<file path="src/rtl/bus_op_front.sv">
module bus_op_front #(
  parameter int DW    = 16,
  parameter int DEPTH = 16,
  localparam int AW   = $clog2(DEPTH)
) (
  input  logic          clk,
  input  logic          rst_n,
  input  logic          ce_n,
  input  logic          oe_n,
  input  logic          we_n,
  input  logic          hw_rst_n,
  input  logic          word_mode,
  input  logic [AW-1:0] addr,
  input  logic [DW-1:0] dq_in,
  output logic [DW-1:0] dq_out,
  output logic [DW-1:0] dq_oe,
  output logic [2:0]    bus_op,
  output logic          cmd_stb,
  output logic [AW:0]   cmd_addr,
  output logic [DW-1:0] cmd_data
);

  localparam int HW = DW / 2;
  localparam logic [2:0] OP_STBY = 3'd0;
  localparam logic [2:0] OP_READ = 3'd1;
  localparam logic [2:0] OP_WRIT = 3'd2;
  localparam logic [2:0] OP_ODIS = 3'd3;
  localparam logic [2:0] OP_RST  = 3'd4;

  logic [DW-1:0] mem [DEPTH];
  logic [AW-1:0] a_lat;
  logic          bsel_lat;
  logic          ce_q, wr_q, wm_q;
  logic [DW-1:0] wdat;
  logic [DW-1:0] rd_word;

  wire rst_act = !hw_rst_n;
  wire ce_fall = ce_q && !ce_n && !rst_act;
  wire wr_end  = wr_q && (bus_op != OP_WRIT) && !rst_act;

  always_comb begin
    if (rst_act)              bus_op = OP_RST;
    else if (ce_n)            bus_op = OP_STBY;
    else if (!oe_n && we_n)   bus_op = OP_READ;
    else if (oe_n && !we_n)   bus_op = OP_WRIT;
    else                      bus_op = OP_ODIS;
  end

  assign rd_word = mem[a_lat];
  assign dq_oe   = (bus_op != OP_READ) ? '0 :
                   word_mode ? '1 : {{HW{1'b0}}, {HW{1'b1}}};
  assign dq_out  = word_mode ? rd_word :
                   {{HW{1'b0}}, bsel_lat ? rd_word[DW-1:HW] : rd_word[HW-1:0]};

  always_ff @(posedge clk or negedge rst_n) begin
    if (!rst_n) begin
      ce_q     <= 1'b1;
      wr_q     <= 1'b0;
      wm_q     <= 1'b1;
      a_lat    <= '0;
      bsel_lat <= 1'b0;
      wdat     <= '0;
      cmd_stb  <= 1'b0;
      cmd_addr <= '0;
      cmd_data <= '0;
      for (int i = 0; i < DEPTH; i++) mem[i] <= '0;
    end else begin
      ce_q    <= ce_n | rst_act;
      wr_q    <= (bus_op == OP_WRIT);
      cmd_stb <= 1'b0;
      if (ce_fall) begin
        a_lat    <= addr;
        bsel_lat <= !word_mode && dq_in[DW-1];
      end
      if (bus_op == OP_WRIT) begin
        wdat <= word_mode ? dq_in : {{HW{1'b0}}, dq_in[HW-1:0]};
        wm_q <= word_mode;
      end
      if (wr_end) begin
        cmd_stb  <= 1'b1;
        cmd_addr <= {a_lat, bsel_lat};
        cmd_data <= wdat;
        if (wm_q)          mem[a_lat]         <= wdat;
        else if (bsel_lat) mem[a_lat][DW-1:HW] <= wdat[HW-1:0];
        else               mem[a_lat][HW-1:0]  <= wdat[HW-1:0];
      end
    end
  end


  oe_we_low_chk: assert property (@(posedge clk) disable iff (!rst_n)
    !we_n |-> dq_oe == '0);


  standby_chk: assert property (@(posedge clk) disable iff (!rst_n)
    (ce_n || oe_n) |-> dq_oe == '0);


  reset_pin_chk: assert property (@(posedge clk) disable iff (!rst_n)
    !hw_rst_n |-> (dq_oe == '0 && bus_op == OP_RST));


  byte_hi_z_chk: assert property (@(posedge clk) disable iff (!rst_n)
    !word_mode |-> dq_oe[DW-1:HW] == '0);


  stb_pulse_chk: assert property (@(posedge clk) disable iff (!rst_n)
    cmd_stb |=> !cmd_stb);


  stb_after_write_chk: assert property (@(posedge clk) disable iff (!rst_n)
    $rose(cmd_stb) |-> $past(bus_op == OP_WRIT, 2));

endmodule

</file>
<file path="config.mk">
export PLATFORM = sky130hd
export DESIGN_NAME = bus_op_front
export DESIGN_NICKNAME = d
export VERILOG_FILES = /design/src/rtl/bus_op_front.sv
export SDC_FILE = /design/constraint.sdc
export NUM_CORES = 1
export LEC_CHECK = 0
export CORE_ASPECT_RATIO = 1.4
export CORE_MARGIN = 4
export CORE_UTILIZATION = 40
export DETAILED_ROUTE_END_ITERATION = 6
export PLACE_DENSITY = 0.65
export SYNTH_ARGS = -nofsm -noshare
export SYNTH_HDL_FRONTEND = slang
export SYNTH_SLANG_ARGS = --single-unit
</file>
<file path="constraint.sdc">
create_clock -name clk -period 2.7 [get_ports clk]
set_clock_uncertainty 0.05 [all_clocks]
set_input_delay 0.81 -clock clk [delete_from_list [all_inputs] [get_ports clk]]
set_output_delay 0.81 -clock clk [all_outputs]
set_load 0.03 [all_outputs]
</file>
==> metrics.md <==
| Metric | Value |
|---|---|
| CP required | 1.84 ns |
| VDD IR max | a little under 0.5 mV |
| CP startpoint kind | flip-flop |
| Layout fillers | 2958 |
| CP most frequent cell | buf_12 |
| RSZ-0062 raised after global routing | true |
| Initial Util | 0.406 |
| Critical Path AT | 2.65 ns |
| Cell family with most CP delay | multiplexers |
| Fin nets | 1325 |
| Gpl congestion | ~0.83 |
| Failing checks | negative setup slack |
| CTS tree | yes |
| Max-slew violation count | 0 |
| Ys Warns | 0 |
| Area Growth Syn to Fin | 25.8% |
| Total CTS buffers | 30 |
| Pwr Density | between 600 and 700 mW/mm² |
| First drt pass iteration count | 5 |
| Placement Cell Area | 0.0161 mm² |
| Worst Tran Pin Value | 1.33 ns |
| Total GRT Usage | 0.201 |
| CTS root buf | clkbuf_16 |
| CP max-delay cell | dfrtp_4 |
| Hpwl dp | 25700 µm |
| Detailed Route Iter0 Violations | 661 |
| Port bufs | 83 |
| Fin crit period | 3.51 ns |
| Share of cells above drive strength 1 | 0.363 |
| Outcome | finished with violations |
| Avg Cell Area, Syn | 12.1 µm² |
| DRC Markers | 0 |
| IO Pins | 84 |
| Vias post-DR | between 9000 and 10000 |
| Chip width | ~170 µm |
| Unique masters post-synth | 42 |
| Fmax | 285 MHz |
| Via density | 5.33 |
| CTS HTree Levels | 1 |
| Row count | 80 |
| Final Cycle Share | 1.30 |
| Dominant cell type by area after synthesis | dfrtp_1 |
| Routed Wire Length | about 37000 µm |
| Largest cells by area after synthesis | dfrtp_1 (54%), mux2_2 (12%), mux4_2 (8.3%), nand2_1 (5.6%), o21ai_0 (3.8%) |
| DIE AREA | 0.0377 mm² |
| CP Cell Sequence | buf_12 > buf_12 > mux4_2 > mux2_2 > o211a_1 > buf_12 |
| Critical path's largest stage delay | ~0.50 ns |
| Worst Path Buf+Inv | 3 |
| Maxcap violations | 0 |
| Lkg Pwr | 0.00819 µW |
| Post-synth ARST share | 1.00 |
| Setup_tns | -11.91 ns |
| Largest net degree at the start of global routing | 71 |
| Synthesized flop and latch total | around 300 |
| Cells after synthesis | 1148 |
| Worst slew margin | 0.111 |
| Core box area | 0.0341 mm² |
| Commonest register cell after synthesis | dfrtp_1 |
| Final hold violation count | 0 |
| Hold crit path type | primary input to async pin |
| CP Capture Type | primary output |
| Clock Sinks | 302 |
| Later-pin clock latency in the skew report | 0.56 ns |
| Reg clk slew, reported paths | 0.06 ns |
| First-pass GRT wire length | 59000 µm |
| GRT Residual Overflow | 0 |
| # setup viols final | 16 |
| Average wire per standard cell | 20.8 µm |
| Synth top area share | 0.542 |
| Die H | 228 µm |
| Post-synth EDFFs | 0 |
| Final worst setup slack | -0.807 ns |
| Syn_nets | 1175 |
| Fin area | 0.0174 mm² |
| Crit Path Category | flip-flop to primary output |
| Number of global-route vias before repair | 10125 |
| ANT nets after route | 0 |
| Mapped cell area | 0.0139 mm² |
| Clock buffer depth | 3 |
| Part of the Yosys area used for sequential elements | 0.546 |
| Crit Path Max Fanout | 14 |
| Antenna violations before repair | 2 |
cell usage after synthesis, types with 4 or more instances:
cell / count
a22oi_1: 12
a221oi_1: 4
o211a_1: 9
mux2i_1: 38
dfrtp_1: 300
nand2b_1: 15
nor2b_1: 9
nand2_1: 206
buf_6: 6
buf_4: 26
inv_1: 4
buf_2: 20
a21oi_1: 36
mux4_2: 51
o221ai_1: 4
nor2_1: 57
nor3_2: 6
o21ai_0: 106
clkbuf_1: 35
nand3_1: 8
mux2_2: 150
clkbuf_2: 8
a211oi_1: 4
stage by stage:
stage          std cells  utilization  setup slack, ns  hold WS, ns  power, µW
6_report            1772        0.511           -0.807        0.168      11700
3_5_place_dp        1710        0.473           -0.599        0.413       7540
4_1_cts             1767        0.508           -0.841        0.171      11800
5_1_grt             1772        0.511           -0.867        0.194      12200
2_1_floorplan       1148            -           -0.103        0.395       6500
3_3_place_gp        1710        0.473           -0.566        0.406       7500
kinds of logic after synthesis:
group	share of synthesized area
compound gates	0.0774
buf+inv	0.0405
flops	0.546
mux	0.234
simple gates	0.102
worst reg2reg max path, cell delays in order (launching register included):
cell     delay (ns)
dfstp_2        0.66
nor2b_1        0.16
a22oi_1        1.02
o21ai_0        0.22
layout by cell type, fill, tap and decap left out, drive strengths merged, types with 2 or more instances in the layout:
cell and count:
dfrtp 300, nand2 206, buf 169, mux2 152, o21ai 106, nor2 57, mux4 51, clkdlybuf4s50 42
clkbuf 41, mux2i 38, a21oi 36, nand2b 15, a22oi 12, clkinv 11, nor2b 9, nor3 9
o211a 9, nand3 8, a221oi 4, dlygate4sd2 4, inv 4, a211oi 4, o221ai 4, and3 3
and2 3, diode 2, or2 2, o22a 2, o211ai 2, o32a 2, nor4 2, dfstp 2
bufinv 2, nor3b 2
power by group:
group,leakage [µW],total [µW],switching (µW),internal (µW)
clock network,0.000491,4130,1740,2390
logic,0.00355,2400,1290,1110
registers,0.00414,5180,341,4840
cell type report:
| class | instances | area (µm²) | area share |
|---|---|---|---|
| Sequential cell | 302 | 7570 | 0.434 |
| Multi-Input combinational cell | 744 | 6000 | 0.344 |
| Timing Repair Buffer | 216 | 2300 | 0.132 |
| Clock buffer | 40 | 850 | 0.0487 |
| Tap cell | 451 | 564 | 0.0324 |
| Clock inverter | 13 | 126 | 0.00725 |
| Inverter | 4 | 15.0 | 0.000861 |
| Antenna cell | 2 | 5.00 | 0.000287 |
per-layer routing:
| layer | wire length (µm) | share of wire | up-vias | track usage |
|---|---|---|---|---|
| met2 | 19400 | 0.53 | 196 | 0.348 |
| met5 | 0 | 0 | - | 0 |
| met1 | 14700 | 0.40 | 4865 | 0.255 |
| met4 | 1050 | 0.029 | 0 | 0.0666 |
| li1 | - | - | 4326 | - |
| met3 | 1710 | 0.046 | 54 | 0.0320 |
path summary, 6_finish.rpt:
path	startpoint	to	slack, ns	cells past startpoint
min in group clk	cmd_data[5]$_DFFE_PN0P_	cmd_data[5]$_DFFE_PN0P_	0.42	2
worst max register to register	wm_q$_DFFE_PN1N_	mem[191]$_DFFE_PN0P_	0.42	3
max in group asynchronous	rst_n	a_lat[2]$_DFFE_PN0P_	1.63	2
worst min-delay path	rst_n	mem[46]$_DFFE_PN0P_	0.17	1
worst max-delay path	a_lat[0]$_DFFE_PN0P_	dq_out[14]	-0.81	6
worst min register to register	cmd_data[5]$_DFFE_PN0P_	cmd_data[5]$_DFFE_PN0P_	0.42	2
flip-flops by register name, indices dropped and copies added, names as in the netlist:
signal    cells
mem         256
cmd_data     16
wdat         16
cmd_addr      5
a_lat         4
bsel_lat      1
ce_q          1
cmd_stb       1
wm_q          1
wr_q          1
what timing repair did:
action | CTS | global route
hold buffers | 0 | 0
pin swaps | 5 | 2
resized for setup | 51 | 19
cloned | 0 | 0
buffers inserted | 4 | 3
endpoints found under the setup margin | 34 | 32
Note: power is estimated with default switching activity, not from simulation.
